File: src/rtl/epp_pkg.sv
package epp_pkg;
  typedef enum logic [1:0] {
    ST_IDLE    = 2'd0,
    ST_STROBE  = 2'd1,
    ST_RELEASE = 2'd2,
    ST_DONE    = 2'd3
  } epp_state_t;

  localparam logic [2:0] OFS_STATUS = 3'd1;
  localparam logic [2:0] OFS_ADDR   = 3'd3;
  localparam logic [2:0] OFS_DATA   = 3'd4;

  localparam logic [7:0] CTL_MASK = 8'h2F;
  localparam logic [7:0] CTL_WR   = 8'h04;
  localparam logic [7:0] CTL_RD   = 8'h24;

  function automatic logic [31:0] width_ones(input logic [1:0] last_idx);
    case (last_idx)
      2'd0:    width_ones = 32'h0000_00FF;
      2'd1:    width_ones = 32'h0000_FFFF;
      default: width_ones = 32'hFFFF_FFFF;
    endcase
  endfunction
endpackage

File: src/rtl/epp_qualify.sv
module epp_qualify
  import epp_pkg::*;
(
  input  logic [7:0] ctrl,
  output logic       wr_ok,
  output logic       rd_ok
);
  logic [7:0] masked;

  always_comb begin
    masked = ctrl & CTL_MASK;
    wr_ok  = (masked == CTL_WR);
    rd_ok  = (masked == CTL_RD);
  end
endmodule

File: src/rtl/epp_timer.sv
module epp_timer #(
  parameter int LIMIT = 1000
) (
  input  logic clk,
  input  logic rst_n,
  input  logic restart,
  input  logic run,
  output logic expire
);
  localparam int CW = (LIMIT > 2) ? $clog2(LIMIT) : 1;
  localparam logic [CW-1:0] LAST = CW'(LIMIT - 1);

  logic [CW-1:0] cnt_q, cnt_d;

  always_comb begin
    expire = run && (cnt_q == LAST);
    cnt_d  = cnt_q;
    if (restart)               cnt_d = '0;
    else if (run && !expire)   cnt_d = cnt_q + 1'b1;
  end

  always_ff @(posedge clk or negedge rst_n) begin
    if (!rst_n) cnt_q <= '0;
    else        cnt_q <= cnt_d;
  end

  // the window counter never runs past its limit
  p_window_bound_r7: assert property (@(posedge clk) disable iff (!rst_n)
    cnt_q <= LAST);
endmodule

File: src/rtl/epp_engine.sv
module epp_engine
  import epp_pkg::*;
#(
  parameter int TIMEOUT_CYCLES = 1000
) (
  input  logic        clk,
  input  logic        rst_n,
  input  logic        req_valid,
  input  logic        req_write,
  input  logic [2:0]  req_addr,
  input  logic [1:0]  req_size,
  input  logic [31:0] req_wdata,
  input  logic [7:0]  ctrl_bits,
  input  logic [7:0]  ext_status,
  output logic        rsp_ready,
  output logic [31:0] rsp_rdata,
  input  logic [7:0]  pd_in,
  output logic [7:0]  pd_out,
  output logic        pd_oe,
  output logic        n_write,
  output logic        n_dstrobe,
  output logic        n_astrobe,
  input  logic        n_wait
);
  logic [1:0] rst_sync_q;
  logic       rst_s;

  always_ff @(posedge clk or negedge rst_n) begin
    if (!rst_n) rst_sync_q <= 2'b00;
    else        rst_sync_q <= {rst_sync_q[0], 1'b1};
  end
  assign rst_s = rst_sync_q[1];

  logic wr_ok, rd_ok, tmr_expire, tmr_restart, tmr_run;

  epp_qualify u_qual (.ctrl(ctrl_bits), .wr_ok(wr_ok), .rd_ok(rd_ok));

  epp_timer #(.LIMIT(TIMEOUT_CYCLES)) u_timer (
    .clk(clk), .rst_n(rst_s), .restart(tmr_restart), .run(tmr_run), .expire(tmr_expire)
  );

  epp_state_t  state_q, state_d;
  logic [1:0]  idx_q, idx_d, last_q, last_d;
  logic        is_wr_q, is_wr_d, is_addr_q, is_addr_d, flag_q, flag_d;
  logic [31:0] wdata_q, wdata_d, rdata_q, rdata_d;
  logic        port_hit, qualified;
  logic [1:0]  req_last;

  always_comb begin
    state_d     = state_q;
    idx_d       = idx_q;
    last_d      = last_q;
    is_wr_d     = is_wr_q;
    is_addr_d   = is_addr_q;
    flag_d      = flag_q;
    wdata_d     = wdata_q;
    rdata_d     = rdata_q;
    tmr_restart = 1'b0;
    port_hit    = (req_addr == OFS_ADDR) || (req_addr == OFS_DATA);
    qualified   = req_write ? wr_ok : rd_ok;
    if (req_addr == OFS_ADDR) req_last = 2'd0;
    else if (req_size[1])     req_last = 2'd3;
    else if (req_size[0])     req_last = 2'd1;
    else                      req_last = 2'd0;

    case (state_q)
      ST_IDLE: if (req_valid) begin
        idx_d     = 2'd0;
        last_d    = req_last;
        is_wr_d   = req_write;
        is_addr_d = (req_addr == OFS_ADDR);
        wdata_d   = req_wdata;
        if (port_hit && !req_write)
          rdata_d = width_ones(req_last);
        else if (req_addr == OFS_STATUS && !req_write)
          rdata_d = {24'h0, ext_status[7:1], flag_q};
        else
          rdata_d = 32'h0;
        if (req_addr == OFS_STATUS && req_write && req_wdata[0])
          flag_d = 1'b0;
        if (port_hit && qualified) begin
          state_d     = ST_STROBE;
          tmr_restart = 1'b1;
        end else begin
          state_d = ST_DONE;
        end
      end
      ST_STROBE: begin
        if (n_wait) begin
          if (!is_wr_q) rdata_d[{idx_q, 3'b000} +: 8] = pd_in;
          state_d     = ST_RELEASE;
          tmr_restart = 1'b1;
        end else if (tmr_expire) begin
          flag_d  = 1'b1;
          state_d = ST_DONE;
        end
      end
      ST_RELEASE: begin
        if (!n_wait) begin
          if (idx_q == last_q) begin
            state_d = ST_DONE;
          end else begin
            idx_d       = idx_q + 2'd1;
            state_d     = ST_STROBE;
            tmr_restart = 1'b1;
          end
        end else if (tmr_expire) begin
          flag_d  = 1'b1;
          state_d = ST_DONE;
        end
      end
      default: state_d = ST_IDLE;
    endcase
  end

  always_ff @(posedge clk or negedge rst_s) begin
    if (!rst_s) begin
      state_q   <= ST_IDLE;
      idx_q     <= 2'd0;
      last_q    <= 2'd0;
      is_wr_q   <= 1'b0;
      is_addr_q <= 1'b0;
      flag_q    <= 1'b0;
      wdata_q   <= 32'h0;
      rdata_q   <= 32'h0;
    end else begin
      state_q   <= state_d;
      idx_q     <= idx_d;
      last_q    <= last_d;
      is_wr_q   <= is_wr_d;
      is_addr_q <= is_addr_d;
      flag_q    <= flag_d;
      wdata_q   <= wdata_d;
      rdata_q   <= rdata_d;
    end
  end

  logic busy;
  always_comb begin
    busy      = (state_q == ST_STROBE) || (state_q == ST_RELEASE);
    tmr_run   = busy;
    n_dstrobe = !((state_q == ST_STROBE) && !is_addr_q);
    n_astrobe = !((state_q == ST_STROBE) && is_addr_q);
    n_write   = !(busy && is_wr_q);
    pd_oe     = busy && is_wr_q;
    pd_out    = wdata_q[{idx_q, 3'b000} +: 8];
    rsp_ready = (state_q == ST_DONE);
    rsp_rdata = rdata_q;
  end

  // the two strobes are never asserted together
  p_single_strobe_r4: assert property (@(posedge clk) disable iff (!rst_s)
    !(!n_dstrobe && !n_astrobe));
  // a strobe released without expiry must follow an acknowledge
  p_release_after_ack_r4: assert property (@(posedge clk) disable iff (!rst_s)
    ($rose(n_dstrobe) && !$past(tmr_expire)) |-> $past(n_wait));
  // an unqualified request never asserts a strobe
  p_unqualified_quiet_r2: assert property (@(posedge clk) disable iff (!rst_s)
    (state_q == ST_IDLE && req_valid && !(port_hit && qualified)) |=> (n_dstrobe && n_astrobe));
  // the sticky flag only rises from a window expiry
  p_flag_from_expiry_r7: assert property (@(posedge clk) disable iff (!rst_s)
    $rose(flag_q) |-> $past(tmr_expire));
  // writing 1 to status bit 0 clears the flag
  p_flag_clear_r9: assert property (@(posedge clk) disable iff (!rst_s)
    (state_q == ST_IDLE && req_valid && req_write && req_addr == OFS_STATUS && req_wdata[0]) |=> !flag_q);
  // completion is a single-cycle pulse
  p_ready_pulse_r11: assert property (@(posedge clk) disable iff (!rst_s)
    rsp_ready |=> !rsp_ready);
endmodule

File: config.mk
export PLATFORM = sky130hd
export DESIGN_NAME = epp_engine
export DESIGN_NICKNAME = d
export VERILOG_FILES = /design/src/rtl/epp_pkg.sv /design/src/rtl/epp_qualify.sv /design/src/rtl/epp_timer.sv /design/src/rtl/epp_engine.sv
export SDC_FILE = /design/constraint.sdc
export NUM_CORES = 1
export LEC_CHECK = 0
export BUFFER_PORTS_ARGS = -buffer_cell sky130_fd_sc_hd__buf_2
export CORE_ASPECT_RATIO = 0.9
export CORE_UTILIZATION = 50
export DETAILED_ROUTE_END_ITERATION = 7
export PLACE_DENSITY = 0.76
export SYNTH_ARGS = -nofsm -noshare
export SYNTH_HDL_FRONTEND = slang
export SYNTH_HIERARCHICAL = 1
export SYNTH_SLANG_ARGS = --single-unit
File: constraint.sdc
create_clock -name clk -period 3.25 [get_ports clk]
set_input_delay 0.4875 -clock clk [delete_from_list [all_inputs] [get_ports clk]]
set_output_delay 0.4875 -clock clk [all_outputs]
set_load 0.03 [all_outputs]
==> results of run 1 <==
## synthesized netlist by cell type (all sizes together) (2+ instances only)
cell    number  area, µm²
nand3b       6       45.0
o211ai       3       22.5
ha          10        125
mux2        33        372
mux2i        3       33.8
and3         2       13.8
inv         12       45.0
nor4         3       25.0
nand4        5       46.3
mux4         8        180
nor2        30        113
or4          4       30.0
a22o         8       70.1
a21oi       54        289
a31oi        5       31.3
buf         15       97.6
o22a         7       61.3
nand3        8       40.0
nor2b        5       31.3
clkbuf       4       16.3
o21ai       19       95.1
o31ai        7       52.6
a22oi        2       15.0
and4         2       17.5
nor3b        4       40.0
nand2b       4       32.5
nand4b       2       17.5
dfrtp       85       2130
nand2       23       88.8
xnor2        2       17.5
## worst max-delay path: stages (launching register included)
cell,delay [ns]
dfrtp_1,0.44
inv_1,0.11
ha_1,0.62
mux2i_2,0.29
a21oi_4,0.33
a21bo_4,0.30
o22a_1,0.18
## where the power goes
| part | switching (mW) | internal, mW | leakage (nW) | total, mW |
|---|---|---|---|---|
| registers | 0.322 | 1.52 | 1.04 | 1.84 |
| logic | 1.58 | 1.05 | 1.17 | 2.63 |
| clock network | 0.364 | 0.273 | 0.0833 | 0.637 |
| total | 2.27 | 2.85 | 2.30 | 5.11 |
## per-stage QoR
stage	worst slack [ns]	utilization [%]
after detailed placement	0.876	60.3
after global routing	0.629	62.3
final	0.856	62.3
after floorplan	0.707	-
after CTS	0.864	62.3
after global placement	0.918	60.3
## worst max path at each step
| stage | startpoint | end | slack (ns) | cells after the start |
|---|---|---|---|---|
| finish | state_q[1]$_DFFE_PN0N_ | rsp_rdata[3]$_DFFE_PN0P_ | 0.86 | 6 |
| global route | state_q[1]$_DFFE_PN0N_ | rsp_rdata[30]$_DFFE_PN0P_ | 0.63 | 6 |
| CTS | idx_q[0]$_DFFE_PN0P_ | pd_out[7] | 0.86 | 3 |
| detailed placement | ctrl_bits[3] | u_timer/cnt_q[1]$_DFFE_PN0P_ | 0.88 | 10 |
| global placement | ctrl_bits[3] | u_timer/cnt_q[1]$_DFFE_PN0P_ | 0.92 | 10 |
| floorplan | rst_sync_q[1]$_DFF_PN0_ | flag_q$_DFFE_PN0P_ | 0.71 | 0 |
## layout make-up
cell class,count,area [µm²],share of cell area [%]
Inverter,12,45.0,0.875
Clock buffer,11,131,2.55
Multi-Input combinational cell,277,2080,40.5
Timing Repair Buffer,112,591,11.5
Clock inverter,4,23.8,0.462
Sequential cell,85,2130,41.4
Tap cell,115,144,2.79
## registers in the layout, indices dropped and copies added (netlist names)
register and cells:
wdata_q 32, is_addr_q 1, is_wr_q 1, flag_q 1
state_q 2, rsp_rdata 32, idx_q 2, rst_sync_q 2
last_q 2, u_timer/cnt_q 10
## cells by family (layout without fill, tap and decap cells)
group	Yosys count	count (layout)	synth area share, %
xor gates and xnor gates	3	3	0.601
muxes	44	44	13.4
AOI/OAI and AO/OA	113	113	16.5
other	1	1	0.0858
and+or+nand+nor	106	106	14.3
adders and majority gates	10	10	2.86
DFF	85	85	48.7
buffers and inverters	31	139	3.64
## per-layer routing
| layer | global-route usage (%) | wire length [µm] | vias up |
|---|---|---|---|
| li1 | - | - | 1652 |
| met1 | 29.6 | 4270 | 1678 |
| met2 | 39.4 | 5110 | 89 |
| met3 | 5.11 | 403 | 4 |
| met4 | 4.11 | 53 | 0 |
| met5 | 0 | 0 | - |
==> reports/results.ini, run 1 <==
[status]
status = finished clean

[grt]
grt_pass1_vias = 3370
grt_pass1_wl_um = 16500
grt_overflow = 0
grt_max_degree = 84
antenna_found_initial = 0
grt_util_all_layers_pct = 22.8

[finish]
area_growth_pct = 17.8
layout.nets = 573
fin_cells = 616
final_cell_mix = buf_2 (106), dfrtp_1 (84), a21oi_1 (51)
antennaDiodeCount = 0
fillers = 723
final_common_cell = buf_2
drive_gt1_share_pct = 36.1
final_cell_area_mm2 = 0.00515

[timing]
setup_viol = 0
hold_slack_ns = 0.361
period_minus_slack_ns = 2.39
rsz0062_at_grt = false
max_slew_margin_pct = 29.9
slew_viol_final = 0
fmax_mhz = 418
finalHoldViolations = 0
setup_tns_ns = 0
finClkSkew_ns = 0.00725
tightest_slew_ns = 1.05
finalCritPeriodShare_pct = 73.7

[die]
die_area_mm2 = 0.00912
core-area_mm2 = 0.00826
num_io_pins = 111
fp.dieH_um = 90.7
start_util_pct = 52.9
die_w_um = 101
num_rows = 31

[synthesis]
yosys_warnings = 6
mappedNetlistNets = 469
syn_area_mm2 = 0.00437
yosys_register_bits = 85
synth_edf_count = 0
netlist_instances = 393
synth-async-reset-ratio_pct = 100
ys_seq_area_share_pct = 48.7
synth_top_flop_cell = dfrtp_1
avgSynthCellArea_um2 = 11.1
synthDistinctLibCells = 62

[worst_setup_path]
timing.rr.end = rsp_rdata[3]$_DFFE_PN0P_
crit_path_start_kind = flip-flop
cp.required_ns = 3.48
worstSetupEndpointType = flip-flop
r2r.worst_path.cells = 6
worstReg2RegStart = state_q[1]$_DFFE_PN0N_
path_class = flip-flop to flip-flop
critPathMaxFanout = 16
worstPathArrival_ns = 2.63
r2r_setup_slack_ns = 0.86

[detailed_routing]
ant_nets = 0
drt_iter0_markers = 139
drc = 0
avgRoutedWirePerCell_um = 16.0
first_pass_iters = 4
wl_um = 9830
routed_via_density = 5.56
vias = 3423

[run]
drv_cap = 0

[clock_network]
cts_resized = 0
clock_sinks = 85
path_clk_slew_ns = 0.08
htreeDepth = 3
hold_buffers = 1
clk_latency_ns = 0.34
cts_root_buffer = clkbuf_8
clk_path_buf_depth = 2
cts_buffers = 9
cts_tree = built
post_cts_buffers = 0

[power]
powerDensity_mw_per_mm2 = 993
p_leak_nw = 2.30
power_mw = 5.11
peakVddDrop_uv = 614

[min_path]
hold_class = flip-flop to flip-flop
worstHoldPathCells = 0
hp-start = rst_sync_q[0]$_DFF_PN0_
min_to = rst_sync_q[1]$_DFF_PN0_

[place]
dp.cells = 600
place.gp.congestion = 0.850
io_buffers = 106
dp_hpwl_um = 7170
place_area_mm2 = 0.00498

No activity file was read; power rests on OpenSTA's default activity.
==> inputs of run 2 (changes only) <==
--- a/config.mk
+++ b/config.mk
@@ -7,7 +7,7 @@
 export LEC_CHECK = 0
 export BUFFER_PORTS_ARGS = -buffer_cell sky130_fd_sc_hd__buf_2
 export CORE_ASPECT_RATIO = 0.9
-export CORE_UTILIZATION = 50
+export CORE_UTILIZATION = 48
 export DETAILED_ROUTE_END_ITERATION = 7
 export PLACE_DENSITY = 0.76
 export SYNTH_ARGS = -nofsm -noshare
==> constraint.sdc (replaced) <==
create_clock -name clk -period 2.06 [get_ports clk]
set_input_delay 0.309 -clock clk [delete_from_list [all_inputs] [get_ports clk]]
set_output_delay 0.309 -clock clk [all_outputs]
set_load 0.03 [all_outputs]
==> run 2 against run 1 <==
  * Clock power up 100%
  * Sequential cell count did not move
  * Count of clock-buffer cells in the layout stayed put
  * Critical path depth unchanged
  * Utilization is 0.35 points higher
  * Via count up 4.1%
  * Clock skew up 0.0013 ns
==> reports/results.ini, run 2 (synthesis gave the netlist of run 1 again) <==
[status]
status = finished clean

[place]
place_area_mm2 = 0.00517  ; +3.8%
dp_hpwl_um = 7480  ; +4.4%
place.gp.congestion = 0.857  ; +0.81%
io_buffers = 106  ; unchanged

[finish]
final_cell_mix = buf_2 (106), dfrtp_1 (81), a21oi_1 (51)
area_growth_pct = 24.6
layout.nets = 596  ; +4.0%
drive_gt1_share_pct = 40.4  ; +4.3 points
final_common_cell = buf_2
antennaDiodeCount = 0  ; unchanged
final_cell_area_mm2 = 0.00545  ; +5.8%
fillers = 737  ; +1.9%

[grt]
grt_pass1_wl_um = 16600  ; +0.76%
antenna_found_initial = 0  ; unchanged
grt_pass1_vias = 3485  ; +3.4%
grt_util_all_layers_pct = 22.8  ; -0.064 points
grt_max_degree = 46  ; -45%
grt_overflow = 0  ; unchanged

[timing]
finalCritPeriodShare_pct = 95.8
finClkSkew_ns = 0.00855  ; +0.00130 ns
setup_tns_ns = 0  ; unchanged
tightest_slew_ns = 0.576  ; -0.475 ns
hold_slack_ns = 0.180  ; -0.181 ns
finalHoldViolations = 0  ; unchanged
fmax_mhz = 507
slew_viol_final = 0  ; unchanged
setup_viol = 0  ; unchanged
rsz0062_at_grt = true
max_slew_margin_pct = 61.6  ; +32 points
period_minus_slack_ns = 1.97

[worst_setup_path]
worstPathArrival_ns = 1.67  ; -0.96 ns
cp_slowest_stage_delay_ns = 0.43  ; -0.19 ns
cp.required_ns = 1.75  ; -1.73 ns
path_class = flip-flop to primary output
crit_chain = inv_1, ha_1, buf_4, nand2_1, inv_1, buf_2
crit_path_start_kind = flip-flop
crit_family = buffers and inverters
crit_path_frequent_cell = inv_1
worstSetupEndpointType = primary output
cp_num_buf_inv = 4  ; +3
critPathMaxFanout = 9  ; -7
critPathSlowestCell = dfrtp_2

[die]
core-area_mm2 = 0.00869  ; +5.2%
die_w_um = 103  ; +2.0%
fp.dieH_um = 92.5  ; +2.0%
die_area_mm2 = 0.00949  ; +4.1%
start_util_pct = 50.3  ; -2.6 points
num_io_pins = 111  ; unchanged
num_rows = 32  ; +3.2%

[detailed_routing]
ant_nets = 0  ; unchanged
drc = 0  ; unchanged
vias = 3563  ; +4.1%
wl_um = 10100  ; +3.0%
avgRoutedWirePerCell_um = 15.7  ; -1.5%
routed_via_density = 5.53  ; -0.44%
drt_iter0_markers = 111  ; -20%
first_pass_iters = 4  ; unchanged

[clock_network]
path_clk_slew_ns = 0.08  ; about the same
cts_buffers = 9  ; unchanged
clk_path_buf_depth = 2  ; unchanged
cts_tree = built
htreeDepth = 3  ; unchanged
clock_sinks = 85  ; unchanged
cts_root_buffer = clkbuf_8
clk_latency_ns = 0.36  ; +0.02 ns

[power]
p_leak_nw = 2.44  ; +6.0%
powerDensity_mw_per_mm2 = 1590  ; +60%
peakVddDrop_uv = 882  ; +44%

[run]
drv_cap = 0  ; unchanged

[min_path]
hold_class = input pin to flip-flop

-- run 2: cell type report --
cell class	count	area, µm²	share of cell area, %
Clock buffer	11	131	2.41
Clock inverter	5	83.8	1.54
Inverter	12	45.0	0.827
Multi-Input combinational cell	277	2120	39.0
Sequential cell	85	2130	39.2
Tap cell	119	149	2.73
Timing Repair Buffer	135	779	14.3
-- run 2: what timing repair did --
action	in CTS	in global routing
endpoints found under the setup margin	9	31
hold buffers	1	0
buffers inserted	1	0
gates resized for setup	3	7
endpoints found under the hold margin	2	0
-- run 2: where the power goes --
group | switching [mW] | internal [mW]
registers | 0.475 | 2.41
logic | 2.61 | 1.86
clock network | 0.601 | 0.688
total | 3.69 | 4.95
-- run 2: worst paths after layout --
check | startpoint | endpoint | slack, ns | cells after the start
worst max-delay path | state_q[1]$_DFFE_PN0N_ | pd_oe | 0.09 | 6
worst min-delay path | req_wdata[22] | wdata_q[22]$_DFFE_PN0P_ | 0.18 | 2
worst max register to register | state_q[0]$_DFFE_PN0N_ | u_timer/cnt_q[0]$_DFFE_PN0P_ | 0.10 | 10
worst min register to register | rst_sync_q[1]$_DFF_PN0_ | wdata_q[15]$_DFFE_PN0P_ | 0.33 | 0
max in group asynchronous | rst_sync_q[1]$_DFF_PN0_ | idx_q[0]$_DFFE_PN0P_ | 1.10 | 1
min in group asynchronous | rst_n | rst_sync_q[0]$_DFF_PN0_ | 0.26 | 2
-- run 2: stage by stage --
step / std cells / util (%) / worst slack [ns] / power [mW]
6_report: 644 / 62.7 / 0.0857 / 8.64
5_1_grt: 644 / 62.7 / -0.0584 / 9.22
4_1_cts: 644 / 62.3 / 0.0224 / 8.61
3_5_place_dp: 626 / 59.5 / -0.0306 / 7.29
3_3_place_gp: 626 / 59.5 / -0.0130 / 7.13
2_1_floorplan: 393 / - / 0.0320 / 6.08
-- run 2: per-layer routing --
| layer | share of wire (%) | track usage [%] | vias up |
|---|---|---|---|
| li1 | - | - | 1700 |
| met1 | 43 | 28.9 | 1746 |
| met2 | 51 | 38.3 | 103 |
| met3 | 4.6 | 4.15 | 14 |
| met4 | 1.3 | 8.81 | 0 |
| met5 | 0 | 0 | - |
==> inputs of run 3 (changes only) <==
--- a/config.mk
+++ b/config.mk
@@ -6,10 +6,12 @@
 export NUM_CORES = 1
 export LEC_CHECK = 0
 export BUFFER_PORTS_ARGS = -buffer_cell sky130_fd_sc_hd__buf_2
+export CELL_PAD_IN_SITES_DETAIL_PLACEMENT = 0
+export CELL_PAD_IN_SITES_GLOBAL_PLACEMENT = 1
 export CORE_ASPECT_RATIO = 0.9
-export CORE_UTILIZATION = 48
+export CORE_UTILIZATION = 37
 export DETAILED_ROUTE_END_ITERATION = 7
-export PLACE_DENSITY = 0.76
+export PLACE_DENSITY_LB_ADDON = 0.1
 export SYNTH_ARGS = -nofsm -noshare
 export SYNTH_HDL_FRONTEND = slang
 export SYNTH_HIERARCHICAL = 1
==> run 3 against run 2 <==
  * Critical path depth down 3
  * Sequential share of layout area down 1.7 points
  * Largest power group unchanged
  * Combinational power up 5.1%
  * Cell area up 4.5%
  * Global-route usage down 3.9 points
  * Clock power up 35%
  * Critical path type unchanged
  * Routed wire length up 5.8%
==> reports/results.ini, run 3 (synthesis gave the netlist of run 1 again) <==
[place]
place_area_mm2 = 0.00530  ; +2.3%
io_buffers = 106  ; unchanged
preCtsSetupSlack_ns = -0.00697  ; +0.0236 ns
place.gp.congestion = 0.748  ; -13%
dp_hpwl_um = 7910  ; +5.7%

[worst_setup_path]
path_class = flip-flop to primary output
crit_family = multiplexers
cp.depth = 3  ; -3
crit_path_start_kind = flip-flop
cp_num_buf_inv = 2  ; -2
critPathMaxFanout = 10  ; +1
critPathSlowestCell = mux4_2
cp_slowest_stage_delay_ns = 0.52  ; +0.09 ns
worstPathArrival_ns = 1.67  ; about the same
r2r.worst_path.cells = 11  ; +1
cp.required_ns = 1.75  ; about the same
crit_chain = buf_6, mux4_2, buf_2
worstSetupEndpointType = primary output

[timing]
finalCritPeriodShare_pct = 96.0  ; +0.12 points
period_minus_slack_ns = 1.98  ; +0.00248 ns
fmax_mhz = 506  ; -0.13%
max_slew_margin_pct = 60.0  ; -1.6 points
rsz0062_at_grt = false
finClkSkew_ns = 0.00465  ; -0.00390 ns
slew_viol_final = 0  ; unchanged
fin_ws_ns = 0.0832  ; -0.00248 ns
finalHoldViolations = 0  ; unchanged
tightest_slew_ns = 0.600  ; +0.0244 ns
setup_viol = 0  ; unchanged

[finish]
final_common_cell = buf_2
final_cell_area_mm2 = 0.00569  ; +4.5%
ff_latch_area_mm2 = 0.00213  ; about the same
layout.nets = 610  ; +2.3%
multiInputGateArea_mm2 = 0.00212  ; -0.12%
area_growth_pct = 30.3
drive_gt1_share_pct = 41.6  ; +1.3 points
antennaDiodeCount = 0  ; unchanged
final_cell_mix = buf_2 (106), dfrtp_1 (82), a21oi_1 (50)
fillers = 1125  ; +53%

[grt]
antenna_found_initial = 0  ; unchanged
grt_pass1_vias = 3432  ; -1.5%
grt_max_degree = 49  ; +6.5%
grt_pass1_wl_um = 17500  ; +5.3%
grt_util_all_layers_pct = 18.9  ; -3.9 points
grt_overflow = 0  ; unchanged

[detailed_routing]
drc = 0  ; unchanged
drt_iter0_markers = 188  ; +69%
first_pass_iters = 4  ; unchanged
ant_nets = 0  ; unchanged
avgRoutedWirePerCell_um = 15.4  ; -1.8%
routed_via_density = 5.07  ; -8.3%
wl_um = 10700  ; +5.8%
vias = 3522  ; -1.2%

[min_path]
worstHoldPathCells = 2  ; unchanged
hold_class = input pin to flip-flop

[clock_network]
clk_path_buf_depth = 2  ; unchanged
clock_sinks = 85  ; unchanged
path_clk_slew_ns = 0.06  ; -0.02 ns
cts_root_buffer = clkbuf_16
cts_buffers = 9  ; unchanged
htreeDepth = 3  ; unchanged
cts_tree = built
clk_latency_ns = 0.35  ; about the same

[power]
power_mw = 9.29  ; +7.5%
p_leak_nw = 2.56  ; +4.8%
powerDensity_mw_per_mm2 = 1630  ; +2.9%
peakVddDrop_uv = 439  ; -50%

[die]
core-area_mm2 = 0.0115  ; +32%
num_io_pins = 111  ; unchanged
num_rows = 37  ; +16%
die_area_mm2 = 0.0123  ; +29%
die_w_um = 117  ; +14%
start_util_pct = 38.1  ; -12 points
fp.dieH_um = 105  ; +14%

[run]
drv_cap = 0  ; unchanged

[status]
status = finished clean

run 3: worst paths after layout:
check / slack, ns / start / endpoint
hold reg to reg: 0.35 / rst_sync_q[0]$_DFF_PN0_ / rst_sync_q[1]$_DFF_PN0_
max in group asynchronous: 1.24 / rst_sync_q[1]$_DFF_PN0_ / wdata_q[20]$_DFFE_PN0P_
hold / removal: 0.19 / req_wdata[25] / wdata_q[25]$_DFFE_PN0P_
min in group asynchronous: 0.27 / rst_n / rst_sync_q[1]$_DFF_PN0_
setup reg to reg: 0.15 / state_q[0]$_DFFE_PN0N_ / u_timer/cnt_q[0]$_DFFE_PN0P_
setup / recovery: 0.08 / idx_q[0]$_DFFE_PN0P_ / pd_out[1]
run 3: area by class of cell:
type                       instances  area share, %
tap                              156           3.43
inverter                          12          0.791
clock buffer                      10           4.02
multi-input combinational        277           37.3
clock inverter                     5           1.49
timing repair buffer             149           15.5
sequential                        85           37.5
run 3: power by group:
part | internal [mW] | total, mW | leakage, nW | switching [mW]
registers | 2.41 | 2.85 | 1.04 | 0.435
logic | 2.03 | 4.70 | 1.36 | 2.68
clock network | 1.06 | 1.74 | 0.149 | 0.674
run 3: stage by stage:
stage          cells  hold WS, ns  setup TNS [ns]  util, %
2_1_floorplan    393       0.0134               0        -
6_report         694        0.191               0     49.6
3_3_place_gp     673       0.0956               0     46.1
4_1_cts          689        0.179               0     49.0
3_5_place_dp     673       0.0958        -0.00697     46.1
5_1_grt          694        0.176               0     49.6
run 3: layer usage:
metal	vias up	track usage (%)	wire [µm]
met5	-	0	0
met1	1712	25.4	4930
met3	7	5.34	456
met2	71	29.3	5230
met4	0	5.42	106
li1	1732	-	-
run 3: timing repair:
| action | in CTS | in global routing |
|---|---|---|
| endpoints found under the setup margin | 1 | 32 |
| hold endpoints to repair | 2 | 0 |
| hold buffers | 1 | 0 |
| cloned | 0 | 0 |
| pin swaps | 0 | 0 |
| gates resized for setup | 1 | 7 |
| setup buffers | 0 | 5 |
run 3: worst reg2reg max path, cell delays in order (launching register included):
cell and delay (ns):
dfrtp_2 0.43, inv_1 0.09, ha_1 0.17, nand2b_1 0.10
a21oi_1 0.20, a21oi_1 0.08, a21oi_2 0.17, buf_4 0.15
buf_12 0.10, nor2b_1 0.05, a22oi_1 0.15, nand3_1 0.10
